==> src/rtl/sfc_pkg.sv <==
package sfc_pkg;

    localparam int ADDR_W = 24;
    localparam int WORD_W = 32;
    localparam int REG_SEL_W = 3;

    localparam logic [REG_SEL_W-1:0] OFS_CMD = 3'd0;
    localparam logic [REG_SEL_W-1:0] OFS_ADR = 3'd1;
    localparam logic [REG_SEL_W-1:0] OFS_DAT = 3'd2;
    localparam logic [REG_SEL_W-1:0] OFS_STA = 3'd3;
    localparam logic [REG_SEL_W-1:0] OFS_DIV = 3'd4;

    localparam logic [2:0] MAX_DATA_BYTES = 3'd4;

    typedef enum logic [2:0] {
        PH_OPC,
        PH_ADR,
        PH_DUM,
        PH_DAT,
        PH_END
    } phase_e;

    // Field order here matches the command word, most significant first.
    typedef struct packed {
        logic [1:0] sel;
        logic       keep;
        logic       wr;
        logic [2:0] dlen;
        logic [3:0] dum;
        logic [1:0] alen;
        logic [7:0] opc;
    } cmd_t;

    localparam int CMD_W = $bits(cmd_t);

    function automatic cmd_t unpack_cmd(input logic [WORD_W-1:0] w);
        return cmd_t'(w[CMD_W-1:0]);
    endfunction

    // Phase that follows p; a phase with zero bytes is skipped.
    function automatic phase_e phase_after(input phase_e p, input cmd_t c);
        phase_e r;
        r = PH_END;
        if (p == PH_OPC) begin
            if (c.alen != 2'd0)      r = PH_ADR;
            else if (c.dum != 4'd0)  r = PH_DUM;
            else if (c.dlen != 3'd0) r = PH_DAT;
        end else if (p == PH_ADR) begin
            if (c.dum != 4'd0)       r = PH_DUM;
            else if (c.dlen != 3'd0) r = PH_DAT;
        end else if (p == PH_DUM) begin
            if (c.dlen != 3'd0)      r = PH_DAT;
        end
        return r;
    endfunction

    function automatic logic [3:0] phase_len(input phase_e p, input cmd_t c);
        case (p)
            PH_OPC:  return 4'd1;
            PH_ADR:  return {2'b00, c.alen};
            PH_DUM:  return c.dum;
            PH_DAT:  return {1'b0, c.dlen};
            default: return 4'd0;
        endcase
    endfunction

endpackage

==> src/rtl/sfc_sck_timer.sv <==
// Serial clock generator: each half-period lasts div block cycles.
module sfc_sck_timer #(
    parameter int DIV_W = 3
) (
    input  logic             clk,
    input  logic             rst_n,
    input  logic             active,
    input  logic [DIV_W-1:0] div,
    input  logic             hold_high,
    output logic             sck,
    output logic             lo_done,
    output logic             hi_done
);
    localparam logic [DIV_W-1:0] ONE = DIV_W'(1);

    typedef struct packed {
        logic             lvl;
        logic [DIV_W-1:0] cnt;
    } tim_t;

    tim_t s_q, s_d;
    logic wrap;

    always_comb begin
        wrap    = (s_q.cnt == (div - ONE));
        lo_done = active && !s_q.lvl && wrap;
        hi_done = active && s_q.lvl && wrap;
        s_d     = s_q;
        if (!active) begin
            s_d.lvl = 1'b1;
            s_d.cnt = '0;
        end else if (wrap) begin
            s_d.cnt = '0;
            // After the final bit the clock stays at its idle level.
            s_d.lvl = (hi_done && hold_high) ? 1'b1 : !s_q.lvl;
        end else begin
            s_d.cnt = s_q.cnt + ONE;
        end
    end

    always_ff @(posedge clk or negedge rst_n) begin
        if (!rst_n) begin
            s_q.lvl <= 1'b1;
            s_q.cnt <= '0;
        end else begin
            s_q <= s_d;
        end
    end

    assign sck = s_q.lvl;

endmodule

==> src/rtl/sfc_shift_ctrl.sv <==
// Phase sequencer and shifter for one command.
module sfc_shift_ctrl
    import sfc_pkg::*;
(
    input  logic              clk,
    input  logic              rst_n,
    input  logic              launch,
    input  cmd_t              cmd,
    input  logic [ADDR_W-1:0] addr,
    input  logic [WORD_W-1:0] txdata,
    input  logic              lo_done,
    input  logic              hi_done,
    input  logic              miso,
    output logic              busy,
    output logic              cs_n,
    output logic              mosi,
    output logic              last_bit,
    output logic              rx_valid,
    output logic [WORD_W-1:0] rx_word
);
    typedef struct packed {
        logic              busy;
        logic              held;
        phase_e            ph;
        logic [3:0]        byte_idx;
        logic [2:0]        bit_idx;
        logic              sampled;
        logic [7:0]        rxsh;
        logic [WORD_W-1:0] rxw;
        cmd_t              c;
        logic [ADDR_W-1:0] adr;
        logic [WORD_W-1:0] tx;
    } sh_t;

    sh_t s_q, s_d;

    logic [3:0] cur_len;
    logic       byte_last;
    phase_e     nxt;
    phase_e     first;
    logic [1:0] asel;
    logic [7:0] cur_byte;

    always_comb begin
        cur_len   = phase_len(s_q.ph, s_q.c);
        byte_last = (s_q.byte_idx == (cur_len - 4'd1));
        nxt       = phase_after(s_q.ph, s_q.c);
        last_bit  = s_q.busy && (s_q.bit_idx == 3'd7) && byte_last && (nxt == PH_END);

        // Address bytes: most significant of the selected ones first.
        asel = s_q.c.alen - 2'd1 - s_q.byte_idx[1:0];
        case (s_q.ph)
            PH_OPC:  cur_byte = s_q.c.opc;
            PH_ADR:  cur_byte = 8'(s_q.adr >> {asel, 3'b000});
            PH_DAT:  cur_byte = s_q.c.wr ? 8'(s_q.tx >> {s_q.byte_idx[1:0], 3'b000}) : 8'h00;
            default: cur_byte = 8'h00;
        endcase
        mosi = s_q.busy ? cur_byte[3'd7 - s_q.bit_idx] : 1'b0;

        first    = s_q.held ? phase_after(PH_OPC, cmd) : PH_OPC;
        s_d      = s_q;
        rx_valid = 1'b0;

        if (launch) begin
            s_d.c        = cmd;
            s_d.adr      = addr;
            s_d.tx       = txdata;
            s_d.rxw      = '0;
            s_d.byte_idx = '0;
            s_d.bit_idx  = '0;
            s_d.sampled  = 1'b0;
            s_d.ph       = first;
            if (first == PH_END) begin
                s_d.held = cmd.keep;
            end else begin
                s_d.busy = 1'b1;
            end
        end else if (s_q.busy) begin
            if (lo_done) begin
                s_d.rxsh    = {s_q.rxsh[6:0], miso};
                s_d.sampled = 1'b1;
            end
            if (hi_done && s_q.sampled) begin
                s_d.sampled = 1'b0;
                s_d.bit_idx = s_q.bit_idx + 3'd1;
                if (s_q.bit_idx == 3'd7) begin
                    if (s_q.ph == PH_DAT && !s_q.c.wr) begin
                        s_d.rxw[{s_q.byte_idx[1:0], 3'b000} +: 8] = s_q.rxsh;
                    end
                    if (byte_last) begin
                        s_d.byte_idx = '0;
                        s_d.ph       = nxt;
                        if (nxt == PH_END) begin
                            s_d.busy = 1'b0;
                            s_d.held = s_q.c.keep;
                            rx_valid = !s_q.c.wr;
                        end
                    end else begin
                        s_d.byte_idx = s_q.byte_idx + 4'd1;
                    end
                end
            end
        end
        rx_word = s_d.rxw;
    end

    always_ff @(posedge clk or negedge rst_n) begin
        if (!rst_n) begin
            s_q.busy     <= 1'b0;
            s_q.held     <= 1'b0;
            s_q.ph       <= PH_END;
            s_q.byte_idx <= '0;
            s_q.bit_idx  <= '0;
            s_q.sampled  <= 1'b0;
            s_q.rxsh     <= '0;
            s_q.rxw      <= '0;
            s_q.c        <= '0;
            s_q.adr      <= '0;
            s_q.tx       <= '0;
        end else begin
            s_q <= s_d;
        end
    end

    assign busy = s_q.busy;
    assign cs_n = !(s_q.busy || s_q.held);

endmodule

==> src/rtl/sfc_regs.sv <==
// Register file, command acceptance and error flag.
module sfc_regs
    import sfc_pkg::*;
#(
    parameter int DIV_MAX = 6,
    parameter int NUM_DEV = 1,
    parameter int DIV_W   = 3
) (
    input  logic                 clk,
    input  logic                 rst_n,
    input  logic                 reg_wr,
    input  logic [REG_SEL_W-1:0] reg_addr,
    input  logic [WORD_W-1:0]    reg_wdata,
    output logic [WORD_W-1:0]    reg_rdata,
    input  logic                 busy,
    input  logic                 rx_valid,
    input  logic [WORD_W-1:0]    rx_word,
    output logic                 launch,
    output cmd_t                 cmd,
    output logic [ADDR_W-1:0]    addr,
    output logic [WORD_W-1:0]    txdata,
    output logic [DIV_W-1:0]     div,
    output logic                 err
);
    typedef struct packed {
        logic [WORD_W-1:0] cmd_word;
        logic [ADDR_W-1:0] adr;
        logic [WORD_W-1:0] dat;
        logic [DIV_W-1:0]  div;
        logic              err;
    } rf_t;

    rf_t  r_q, r_d;
    cmd_t cmd_in;
    logic cmd_hit;
    logic legal;

    always_comb begin
        cmd_in  = unpack_cmd(reg_wdata);
        cmd_hit = reg_wr && (reg_addr == OFS_CMD);
        legal   = (cmd_in.dlen <= MAX_DATA_BYTES) && (int'(cmd_in.sel) < NUM_DEV);
        launch  = cmd_hit && !busy && legal;

        r_d = r_q;
        if (cmd_hit && !launch) r_d.err = 1'b1;
        if (launch) r_d.cmd_word = reg_wdata;
        if (reg_wr && reg_addr == OFS_ADR) r_d.adr = reg_wdata[ADDR_W-1:0];
        if (reg_wr && reg_addr == OFS_DAT) r_d.dat = reg_wdata;
        if (rx_valid) r_d.dat = rx_word;
        if (reg_wr && reg_addr == OFS_STA && reg_wdata[1]) r_d.err = 1'b0;
        if (reg_wr && reg_addr == OFS_DIV && reg_wdata != '0 && reg_wdata <= WORD_W'(DIV_MAX)) begin
            r_d.div = reg_wdata[DIV_W-1:0];
        end

        case (reg_addr)
            OFS_CMD: reg_rdata = r_q.cmd_word;
            OFS_ADR: reg_rdata = WORD_W'(r_q.adr);
            OFS_DAT: reg_rdata = r_q.dat;
            OFS_STA: reg_rdata = {{(WORD_W-2){1'b0}}, r_q.err, busy};
            OFS_DIV: reg_rdata = WORD_W'(r_q.div);
            default: reg_rdata = '0;
        endcase
    end

    always_ff @(posedge clk or negedge rst_n) begin
        if (!rst_n) begin
            r_q.cmd_word <= '0;
            r_q.adr      <= '0;
            r_q.dat      <= '0;
            r_q.div      <= DIV_W'(1);
            r_q.err      <= 1'b0;
        end else begin
            r_q <= r_d;
        end
    end

    assign cmd    = cmd_in;
    assign addr   = r_q.adr;
    assign txdata = r_q.dat;
    assign div    = r_q.div;
    assign err    = r_q.err;

endmodule

==> src/rtl/sfc_sequencer.sv <==
module sfc_sequencer
    import sfc_pkg::*;
#(
    parameter int DIV_MAX = 6,
    parameter int NUM_DEV = 1
) (
    input  logic        clk,
    input  logic        rst_n,
    input  logic        reg_wr,
    input  logic [2:0]  reg_addr,
    input  logic [31:0] reg_wdata,
    output logic [31:0] reg_rdata,
    output logic        spi_sck,
    output logic        spi_cs_n,
    output logic        spi_mosi,
    input  logic        spi_miso
);
    localparam int DIV_W = $clog2(DIV_MAX + 1);

    logic              launch;
    cmd_t              cmd;
    logic [ADDR_W-1:0] addr;
    logic [WORD_W-1:0] txdata;
    logic [DIV_W-1:0]  div;
    logic              pending;
    logic              cmd_error;
    logic              rx_valid;
    logic [WORD_W-1:0] rx_word;
    logic              lo_done;
    logic              hi_done;
    logic              last_bit;

    sfc_regs #(
        .DIV_MAX (DIV_MAX),
        .NUM_DEV (NUM_DEV),
        .DIV_W   (DIV_W)
    ) u_regs (
        .clk       (clk),
        .rst_n     (rst_n),
        .reg_wr    (reg_wr),
        .reg_addr  (reg_addr),
        .reg_wdata (reg_wdata),
        .reg_rdata (reg_rdata),
        .busy      (pending),
        .rx_valid  (rx_valid),
        .rx_word   (rx_word),
        .launch    (launch),
        .cmd       (cmd),
        .addr      (addr),
        .txdata    (txdata),
        .div       (div),
        .err       (cmd_error)
    );

    sfc_shift_ctrl u_shift (
        .clk      (clk),
        .rst_n    (rst_n),
        .launch   (launch),
        .cmd      (cmd),
        .addr     (addr),
        .txdata   (txdata),
        .lo_done  (lo_done),
        .hi_done  (hi_done),
        .miso     (spi_miso),
        .busy     (pending),
        .cs_n     (spi_cs_n),
        .mosi     (spi_mosi),
        .last_bit (last_bit),
        .rx_valid (rx_valid),
        .rx_word  (rx_word)
    );

    sfc_sck_timer #(
        .DIV_W (DIV_W)
    ) u_timer (
        .clk       (clk),
        .rst_n     (rst_n),
        .active    (pending),
        .div       (div),
        .hold_high (last_bit),
        .sck       (spi_sck),
        .lo_done   (lo_done),
        .hi_done   (hi_done)
    );

endmodule

==> config.mk <==
export PLATFORM = sky130hd
export DESIGN_NAME = sfc_sequencer
export DESIGN_NICKNAME = d
export VERILOG_FILES = /design/src/rtl/sfc_pkg.sv /design/src/rtl/sfc_sck_timer.sv /design/src/rtl/sfc_shift_ctrl.sv /design/src/rtl/sfc_regs.sv /design/src/rtl/sfc_sequencer.sv
export SDC_FILE = /design/constraint.sdc
export NUM_CORES = 1
export LEC_CHECK = 0
export ABC_AREA = 0
export BUFFER_PORTS_ARGS = -buffer_cell sky130_fd_sc_hd__buf_4
export CORE_MARGIN = 2
export CORE_UTILIZATION = 55
export CTS_CLUSTER_DIAMETER = 30
export CTS_CLUSTER_SIZE = 20
export DETAILED_ROUTE_END_ITERATION = 7
export GPL_TIMING_DRIVEN = 0
export HOLD_SLACK_MARGIN = 0.05
export PLACE_DENSITY_LB_ADDON = 0.3
export REMOVE_ABC_BUFFERS = 1
export SETUP_SLACK_MARGIN = 0.2
export SKIP_CTS_REPAIR_TIMING = 1
export SLEW_MARGIN = 20
export SYNTH_ARGS = -nofsm -noshare
export SYNTH_HDL_FRONTEND = slang
export SYNTH_SLANG_ARGS = --single-unit
==> constraint.sdc <==
create_clock -name clk -period 2.7 [get_ports clk]
set_input_delay 0.27 -clock clk [delete_from_list [all_inputs] [get_ports clk]]
set_output_delay 0.27 -clock clk [all_outputs]
set_load 0.05 [all_outputs]
### Word level (Yosys, flattened, before mapping)

Cells that the tools add are included.

| storage, ports and cells | value |
|---|---|
| bits in registers | 224 |
| input port bits | 39 |
| output and inout bits | 35 |
| word-level logic and storage cells | 153 |

| operators by class | value |
|---|---|
| $add $sub $neg | 9 |
| magnitude comparators | 4 |
| equality and inequality tests | 15 |
| shifts and indexed selects | 4 |
| mux-type cells | 46 |
| bitwise gates (word level) | 1 |
| reductions and logical operators | 51 |

Operator list:

| operator | number |
|---|---|
| 32-bit two-way mux | 6 |
| 32-bit one-hot mux with 5 select lines | 1 |
| 53-bit two-way mux | 1 |
| 3-bit two-way mux | 11 |
| 32-bit bitwise mux | 1 |
| 32-bit by 3-bit <= comparator with 1-bit output (second input constant) | 1 |
| 32-bit nonzero test | 1 |
| 8-bit by 7-bit variable shift with 32-bit output (first input constant) | 1 |
| 8-bit by 7-bit indexed part select with 32-bit output | 1 |
| 32-bit by 5-bit >> shifter with 8-bit output | 1 |
| 13-bit two-way mux | 2 |
| 8-bit one-hot mux with 3 select lines | 1 |
| 24-bit by 5-bit >> shifter with 8-bit output | 1 |
| 1-bit logical AND | 22 |
| 9-bit two-way mux | 2 |
| 2-bit nonzero test | 9 |
| 4-bit one-hot mux with 4 select lines | 1 |
| 1-bit two-way mux | 14 |
| 3-bit by 2-bit == test with 1-bit output (second input constant) | 4 |
| 3-bit == test (second input constant) | 4 |
| 3-bit nonzero test | 3 |
| 4-bit two-way mux | 2 |
| 8-bit two-way mux | 1 |
| 4-bit nonzero test | 2 |
| 27 further kinds | 37 |

### Longest topological paths before layout

Gate-level depths: netlist of the first run.

| depth | value |
|---|---|
| depth after elaboration | 13 |
| gate-level depth with buffers | 11 |
| depth with buffers taken out | 9 |

### Hierarchy

A second synthesis of the first run with hierarchy kept.

| second synthesis, totals | value |
|---|---|
| cells, all modules | 1077 |
| area, all modules | 11947.7 µm² |

By module, submodules not included:

| module | instances | cells an instance | area each (µm²) | seq. area each (µm²) |
|---|---|---|---|---|
| sfc_shift_ctrl | 1 | 548 | 6344.8 | 3204.3 |
| sfc_regs | 1 | 501 | 5318.9 | 2303.5 |
| sfc_sck_timer | 1 | 28 | 284.0 | 101.3 |

### Least setup slack after synthesis of the first run

Ideal clock, no wire load.

| path | value |
|---|---|
| path type | register -> register |
| start | register u_shift.s_q[125] (netlist name) |
| end | register u_regs.r_q (netlist bit u_regs.txdata[24]) |
| setup time | 0.128 ns |
| arrival time | 2.732 ns |
| data required time | 2.572 ns |
| path slack | -0.159 ns |
| cell stages (with the launch flop) | 12 |
| buffers on the path | 2 |
| period minus slack after synthesis | 2.859 ns |
| path through | dfrtp_1 > buf_6 > nor2b_4 > a221o_1 > ha_1 > xnor2_1 > a21boi_0 > o221ai_1 > nor4_4 > nand3_4 > buf_6 > mux2_1 |

| on the way | value |
|---|---|
| cells in the longest elaborated chain, start to end | 12 |
| elaborated cells between the ends (all ways) | 25 |
| classes of those cells | add/sub (1); eq/ne (5); mux (16); reduce/logical (3) |

Ends and longest elaborated chain:

| item | line | source |
|---|---|---|
| from (decl) | sfc_shift_ctrl.sv:35 | `sh_t s_q, s_d;` |
| branches (longest 12 deep; another with 4-bit by 1-bit subtractor with 4-bit output) | n/a |  |
| to (signal assigned) | sfc_regs.sv:73 | `r_q <= r_d;` |
| to (decl) | sfc_regs.sv:33 | `rf_t r_q, r_d;` |

Parallel ways; which one is timed is not known. The select of a mux whose other input is x is not followed.
A chain may end at the register's enable or synchronous reset.

### Worst setup path in the final report of the first run

| path | value |
|---|---|
| start | register u_shift.s_q[121] (netlist name) |
| end | output spi_mosi |

| on the way | value |
|---|---|
| cells in the longest elaborated chain, start to end | 6 |
| elaborated cells between the ends (all ways) | 8 |
| classes of those cells | add/sub (1); shift (2); mux (5) |

Ends and longest elaborated chain:

| item | line | source |
|---|---|---|
| 2-bit subtractor or 32-bit by 5-bit >> shifter with 8-bit output (tied branches) | sfc_shift_ctrl.sv:51, sfc_shift_ctrl.sv:55 |  |
| 24-bit by 5-bit >> shifter with 8-bit output or 8-bit two-way mux (tied branches) | sfc_shift_ctrl.sv:54, sfc_shift_ctrl.sv:55 |  |
| 8-bit one-hot mux with 3 select lines (*) | sfc_shift_ctrl.sv:52 | `case (s_q.ph)` |
| 1-bit binary-select mux with 3-bit select (*) | sfc_shift_ctrl.sv:58 | `mosi = s_q.busy ? cur_byte[3'd7 - s_q.bit_idx] : 1'b0;` |
| 1-bit two-way mux (implied by the code) (*) | sfc_shift_ctrl.sv:58 |  |
| 1-bit two-way mux (*) | sfc_shift_ctrl.sv:58 |  |
| to (decl) | sfc_sequencer.sv:15 | `output logic spi_mosi,` |

Mark *: on every way between the ends. The rest lies on a longest branch, timed or not. The select of a mux whose other input is x is not followed.

==> results of run 1 <==
## layer usage
metal | part of all wire [%] | vias up | GRT usage [%] | wire, µm
li1 | - | 3997 | - | -
met1 | 37 | 4581 | 41.9 | 13100
met2 | 47 | 621 | 50.5 | 16500
met3 | 11 | 136 | 6.02 | 3770
met4 | 4.5 | 0 | 13.0 | 1580
met5 | 0 | - | 0 | 0
## worst paths after layout
check	end	depth (start not counted)	slack, ps	startpoint
max	spi_mosi	8	-470	u_shift.s_q[121]$_DFFE_PN0P_
min	u_regs.addr[16]$_DFFE_PN0P_	2	50	reg_wdata[16]
max reg2reg	u_regs.txdata[29]$_DFFE_PN0P_	13	-410	u_shift.s_q[125]$_DFFE_PN0P_
min reg2reg	u_regs.r_q[86]$_DFFE_PN0P_	2	480	u_regs.r_q[86]$_DFFE_PN0P_
max in group asynchronous	u_shift.s_q[122]$_DFFE_PN0P_	3	1680	rst_n
min in group asynchronous	u_regs.div[1]$_DFFE_PN0P_	2	210	rst_n
## worst reg2reg max path, delay by kind of cell (launching register included)
kind	cells	cell delay, ps
buffers and inverters	4	690
muxes	2	610
AOI/OAI and AO/OA	3	560
DFF	1	480
and+or+nand+nor	2	310
adders and majority gates	1	240
xor gates and xnor gates	1	130
## report_power, final
| group | internal [mW] | total, mW | switching (mW) |
|---|---|---|---|
| sequential | 3.62 | 4.19 | 0.565 |
| clock | 3.68 | 5.57 | 1.89 |
| combinational | 1.51 | 3.27 | 1.76 |
| total | 8.81 | 13.0 | 4.21 |
## final cells by class
class | count | area [µm²]
Inverter | 11 | 48.8
Tap cell | 234 | 293
Clock buffer | 55 | 1240
Timing Repair Buffer | 151 | 1440
Fill cell | 1195 | 4900
Multi-Input combinational cell | 807 | 5340
Clock inverter | 27 | 308
Sequential cell | 205 | 5150
## synth_stat cells, types with 7 or more instances
library cell,number,area (µm²)
nand2_1,321,1200
dfrtp_1,202,5050
nor2_1,80,300
mux2_2,66,743
a21oi_1,47,235
clkbuf_1,45,169
mux2i_1,44,440
nand3_1,41,205
mux2_4,25,375
o21ai_0,18,90.1
ha_1,12,150
nor3_1,12,60.1
inv_1,11,41.3
o21ai_1,10,50.1
buf_1,9,33.8
nor4_1,9,56.3
mux2_1,8,90.1
mux4_2,8,180
or2_0,8,50.1
or2_2,7,43.8
## sequential cells by signal (all words and copies together), names as in the netlist
signal / cells
u_regs.txdata: 32
u_shift.s_q: 108
u_regs.r_q: 32
u_timer.s_q: 3
u_regs.err: 1
u_shift.busy: 1
u_regs.div: 3
u_timer.sck: 1
u_regs.addr: 24
## logic make-up (layout without fill, tap and decap cells)
group / after synthesis / after routing / synth area share (%)
muxes: 151 / 151 / 17.5
DFF: 205 / 205 / 49.0
adders and majority gates: 12 / 12 / 1.43
and+or+nand+nor: 523 / 526 / 21.9
AOI/OAI and AO/OA: 108 / 108 / 6.24
buffers and inverters: 73 / 244 / 2.95
xor gates and xnor gates: 9 / 10 / 1.03
## per-stage QoR
stage | TNS [ps] | std cells | hold slack, ps
final | -13780 | 1490 | 54.4
after global routing | -18790 | 1490 | 51.5
after CTS | -78040 | 1418 | -381
after detailed placement | -79750 | 1336 | 174
after global placement | -530970 | 1326 | 452
after floorplan | -92420 | 1019 | -25.6
==> flow_summary.ini, run 1 <==
[logic_synthesis]
synth.distinct_cells = 63
synth-seq-cells = 205
ys_seq_area_share_pct = 49.0
synth_edf_count = 0
async_reset_ff_share_pct = 100
synthCells = 1081
yosysWarnings = 0
synth_area_um2 = 10500
synth_flop_cell = dfrtp_1
syn_avg_cell_area_um2 = 9.69

[place]
dpl.hpwl_um = 19000
io_buffer_count = 73
gp_congestion = 0.870
postPlaceCellArea_um2 = 11300
place_ws_ps = -1290

[routing]
drc_errors = 0
drtPass1Iterations = 8
wire_per_inst_um = 23.4
viasPerCell = 6.27
drt_iter0_drc = 1091
ant_nets = 0
vias = 9335
wl_um = 34900

[hold_path]
hold_class = in -> reg

[clock_tree]
clock_sinks = 205
cts.htree.levels = 2
clk_path_buf_depth = 3
cts_buffers = 45
cts_tree = done
clock_latency_ps = 540
clock-root-buffer = clkbuf_16
clk_pin_slew_ps = 40

[worst_setup_path]
max_stage_delay_ps = 490
path_cells = buf_12, mux4_2, a221o_1, a311oi_1, nor4_1, a21oi_1, nand3_1, buf_6
crit_path_start_kind = flop
crit_type = reg -> out
slowest_stage = dfrtp_4
cp_top_family = compound AO/OA/AOI/OAI gates
arrival_ps = 2900
crit_fanout = 8
required_ps = 2430
path_buf_inv = 2
cp-end-kind = output pin

[global_route]
grt_pass1_vias = 8826
gr-total-overflow = 0
grt_max_degree = 92
grt.total_usage_pct = 31.3
antenna_found_initial = 0
grt_pass1_wl_um = 48600

[power]
peakVddDrop_uv = 749
power_mw = 13.0
power.density_nw_per_um2 = 943
p_leak_nw = 6.63

[final_layout]
final_common_cell = nand2_1
drive_above_1_share_pct = 28.1
area_growth_pct = 31.9
design_area_um2 = 13800
n_antenna_cell = 0
final_util_pct = 73.8
nets = 1272
final_cell_mix = 321 x nand2_1, 196 x dfrtp_1, 98 x buf_4, 77 x nor2_1, 66 x mux2_2

[floorplan]
ioPinCount = 74
die_w_um = 142
row_count = 50
initial_core_util_pct = 56.0
core-area_um2 = 18700
die_height_um = 142
dieArea_um2 = 20200

[run]
drv_cap = 0

[timing]
slew_violations = 0
slew_headroom_pct = 32.8
worst_pin_slew_ps = 1000
report.final.setup_viol = 41
final.setup_skew_ps = 32.6
fin_crit_sh_pct = 118
max_freq_ghz = 0.315
layout_setup_ws_ps = -475
rsz0062_at_grt = true
finalHoldViolCount = 0
finalCriticalPeriod_ps = 3170

[status]
violations = setup timing
status = complete, but fails checks
(Power assumes the default switching activity.)
==> run 2, diff against run 1 <==
CORE_UTILIZATION = 60   (was 55)
clock period = 3.7 ns   (was 2.7 ns; I/O delays follow)
==> flow_summary.ini, run 2 (synthesis gave the netlist of run 1 again) <==
[global_route]
grt.total_usage_pct = 33.3
grt_pass1_vias = 8529
grt_pass1_wl_um = 46700
gr-total-overflow = 0
antenna_found_initial = 0
grt_max_degree = 93

[status]
status = finished clean

[place]
postPlaceCellArea_um2 = 11300
gp_congestion = 0.908
dp.cells = 1327
dpl.hpwl_um = 18400
io_buffer_count = 73
place_ws_ps = -327

[power]
p_int_mw = 6.11
p_comb_share_pct = 22.2
peakVddDrop_uv = 528
power.density_nw_per_um2 = 690
swShare_pct = 31.5
power_frac_clock_pct = 43.9
seqPwrFrac_pct = 33.9
total_switching_power_mw = 2.81
p_leak_nw = 6.22
power_mw = 8.92

[worst_setup_path]
crit_path_start_kind = flop
crit_fanout = 16
required_ps = 3330
path_cells = xnor3_2, and3_1, o21ai_0, a211oi_1, a21oi_1, nand3_1, buf_4
slowest_stage = dfrtp_1
arrival_ps = 3170
cp-end-kind = output pin
max_stage_delay_ps = 910
crit_type = reg -> out

[routing]
ant_nets = 0
viasPerCell = 6.25
drt_iter0_drc = 974
vias = 8838
drtPass1Iterations = 6
wire_per_inst_um = 21.8
wl_um = 30800
drc_errors = 0

[timing]
finalCriticalPeriod_ps = 3540
fin_crit_sh_pct = 95.6
rsz0062_at_grt = true
finalHoldViolCount = 0
slew_violations = 0
tns_ps = 0
whs_ps = 62.9
worst_pin_slew_ps = 1330
slew_headroom_pct = 10.6
max_freq_ghz = 0.283
layout_setup_ws_ps = 162
final.setup_skew_ps = 17.5
report.final.setup_viol = 0

[final_layout]
largest_reg_flops = 108
regMostFlops = u_shift.s_q
area_growth_pct = 23.3
drive_above_1_share_pct = 25.5
n_antenna_cell = 0
nets = 1207
stdcell_count = 1414
fillCellCount = 1123
final_common_cell = nand2_1
final_util_pct = 75.2
final_cell_mix = 321 x nand2_1, 199 x dfrtp_1, 81 x buf_4, 79 x nor2_1, 66 x mux2_2
design_area_um2 = 12900

[floorplan]
die_w_um = 136
initial_core_util_pct = 61.0
ioPinCount = 74
row_count = 48
core-area_um2 = 17200
dieArea_um2 = 18500
die_height_um = 136

[clock_tree]
clk_path_buf_depth = 3
clock_latency_ps = 530
cts_tree = done
clock_sinks = 205
cts_buffers = 42
clock-root-buffer = clkbuf_16
clk_pin_slew_ps = 50
cts.htree.levels = 2

[hold_path]
hold_class = in -> reg

[run]
drv_cap = 0
## run 2: cell types whose count changed in the layout (fill, tap and decap cells not counted), moves of 4 or more
cell / change
dlygate4sd3_1: -34
buf_4: -17
clkbuf_1: -5
clkbuf_16: -5
clkinvlp_4: +5
mux2_1: +5
mux2_4: -5
clkinv_2: +4
## run 2: path summary, 6_finish.rpt
kind	start	end	slack [ps]	cells after the start
max	u_shift.s_q[122]$_DFFE_PN0P_	spi_mosi	160	7
min	reg_wdata[31]	u_regs.r_q[91]$_DFFE_PN0P_	60	3
max reg2reg	u_regs.div[0]$_DFFE_PN1P_	u_regs.txdata[18]$_DFFE_PN0P_	380	8
min reg2reg	u_regs.r_q[91]$_DFFE_PN0P_	u_regs.r_q[91]$_DFFE_PN0P_	470	2
max in group asynchronous	rst_n	u_regs.txdata[21]$_DFFE_PN0P_	2230	4
min in group asynchronous	rst_n	u_regs.addr[1]$_DFFE_PN0P_	330	2
## run 2: power groups by stage
stage                     sequential (mW)  clock [mW]  combinational, mW
after CTS                            3.03        3.93               1.79
after detailed placement             3.06           0               1.76
after global placement               3.04           0               1.68
after floorplan                      2.91           0               1.27
final                                3.02        3.92               1.98
after global routing                 3.06        4.03               2.11
## run 2: layout make-up
class / instances / area (µm²) / area share [%]
Sequential cell: 205 / 5140 / 39.8
Inverter: 11 / 45.0 / 0.349
Clock buffer: 46 / 1120 / 8.65
Tap cell: 225 / 282 / 2.18
Clock inverter: 31 / 358 / 2.77
Timing Repair Buffer: 92 / 835 / 6.46
Multi-Input combinational cell: 804 / 5140 / 39.8
## run 2: routing by layer
metal	vias up	global-route usage, %	part of all wire (%)
met5	-	0.833	0
met4	0	17.9	5.2
met3	121	6.52	8.8
met2	495	51.7	47
met1	4361	44.4	39
li1	3861	-	-
## run 2: worst max-delay path: cells and delay by family, from the launching register on
kind / cells / cell delay [ps]
flops: 1 / 910
xor+xnor: 1 / 640
compound gates: 3 / 510
simple gates: 2 / 350
buf+inv: 1 / 220
==> run 3, diff against run 2 <==
SYNTH_HIERARCHICAL = 1   (was unset)
==> flow_summary.ini, run 3 <==
[power]
peakVddDrop_uv = 480
p_leak_nw = 6.36
power.density_nw_per_um2 = 662

[global_route]
grt_max_degree = 90
grt_pass1_vias = 8475
grt_pass1_wl_um = 47500
antenna_found_initial = 0
gr-total-overflow = 0
grt.total_usage_pct = 28.8

[hold_path]
hold_class = in -> reg
min_path_cells = 2
holdCritStartpoint = spi_miso
worst_hold_path.endpoint = u_shift/s_q[109]$_DFFE_PN0P_

[timing]
rsz0062_at_grt = true
finalHoldViolCount = 0
final.setup_skew_ps = 25.2
slew_violations = 0
finalCriticalPeriod_ps = 3640
max_freq_ghz = 0.274
layout_setup_ws_ps = 55.0
slew_headroom_pct = 26.1
report.final.setup_viol = 0
fin_crit_sh_pct = 98.5
worst_pin_slew_ps = 1110

[place]
postPlaceCellArea_um2 = 11900
gp_congestion = 0.921
dp.cells = 1258
place_ws_ps = -1030
dpl.hpwl_um = 18900
io_buffer_count = 73

[clock_tree]
clock_sinks = 224
cts.htree.levels = 2
clk_path_buf_depth = 3
clock-root-buffer = clkbuf_16
cts_buffers = 48
clk_pin_slew_ps = 50
cts_tree = done
clock_latency_ps = 550

[final_layout]
stdcell_count = 1383
area_growth_pct = 17.7
n_antenna_cell = 0
design_area_um2 = 14000
final_common_cell = dfrtp_1
drive_above_1_share_pct = 35.2
largest_reg_flops = 127
fillCellCount = 1302
regMostFlops = u_shift/s_q
final_cell_mix = 216 x dfrtp_1, 111 x mux2_2, 108 x buf_4, 79 x mux2i_1
nets = 1130

[floorplan]
ioPinCount = 74
die_w_um = 145
dieArea_um2 = 21000
core-area_um2 = 19500
initial_core_util_pct = 61.3
die_height_um = 145
row_count = 51

[routing]
drt_iter0_drc = 834
viasPerCell = 6.23
drc_errors = 0
drtPass1Iterations = 5
wl_um = 31800
vias = 8615
ant_nets = 0
wire_per_inst_um = 23.0

[run]
drv_cap = 0

[worst_setup_path]
worstReg2RegStart = u_shift/s_q[125]$_DFFE_PN0P_
crit_fanout = 8
cp-end-kind = output pin
reg2reg_setup_slack_ps = 170
r2r_end = u_regs/txdata[25]$_DFFE_PN0P_
crit_path_start_kind = flop
reg2regPathDepth = 14
arrival_ps = 3270
crit_type = reg -> out
required_ps = 3330

[status]
status = finished clean

[logic_synthesis]
syn_avg_cell_area_um2 = 11.1
synth_area_um2 = 11900
yosysWarnings = 6
synthCells = 1075
## run 3: metal layers
metal	vias up	global-route usage, %	part of all wire, %
met4	0	12.6	4.1
met5	-	0	0
li1	3728	-	-
met1	4352	39.0	41
met3	102	4.34	7.1
met2	433	46.4	48
## run 3: how the worst max path moves through the flow
stage,startpoint,to,cells past startpoint
CTS,u_shift/s_q[121]$_DFFE_PN0P_,spi_mosi,9
global route,u_shift/s_q[121]$_DFFE_PN0P_,spi_mosi,9
global placement,reg_addr[2],u_regs/txdata[13]$_DFFE_PN0P_,9
detailed placement,u_regs/div[0]$_DFFE_PN1P_,u_regs/txdata[14]$_DFFE_PN0P_,13
floorplan,u_shift/busy$_DFFE_PN0P_,u_regs/txdata[0]$_DFFE_PN0P_,7
finish,u_shift/s_q[121]$_DFFE_PN0P_,spi_mosi,9
## run 3: layout make-up
type | instances | area, µm² | share of cell area [%]
repair buffers | 121 | 1020 | 7.28
clock inverters | 33 | 412 | 2.93
flip-flops and latches | 224 | 5620 | 40.0
well taps | 265 | 332 | 2.36
multi-input cells | 670 | 5310 | 37.8
clock buffers | 56 | 1280 | 9.13
inverters | 14 | 72.6 | 0.517
## run 3: stage by stage
step                      setup TNS [ps]  hold slack [ps]  utilization (%)  power, mW
after floorplan                  -190920             74.4                -       4.15
after global placement           -593070              468             60.1       4.62
after detailed placement          -33820              392             61.1       4.69
after CTS                         -31150             -173             69.8       9.15
after global routing               -5.39             66.4             72.2       9.62
final                                  0             71.9             72.2       9.29
## run 3: report_power, final
part	internal, mW	switching [mW]
clock	2.94	1.48
combinational	0.736	0.873
sequential	2.89	0.371
total	6.57	2.72
## run 3: critical path, cell delays in order, from the launching register on
cell and delay (ps):
dfrtp_4 510, clkinvlp_4 110, ha_4 130, xnor3_4 620, mux2i_1 210, o21ai_0 230
a21oi_1 110, or3_4 410, a31oi_4 220, buf_6 190
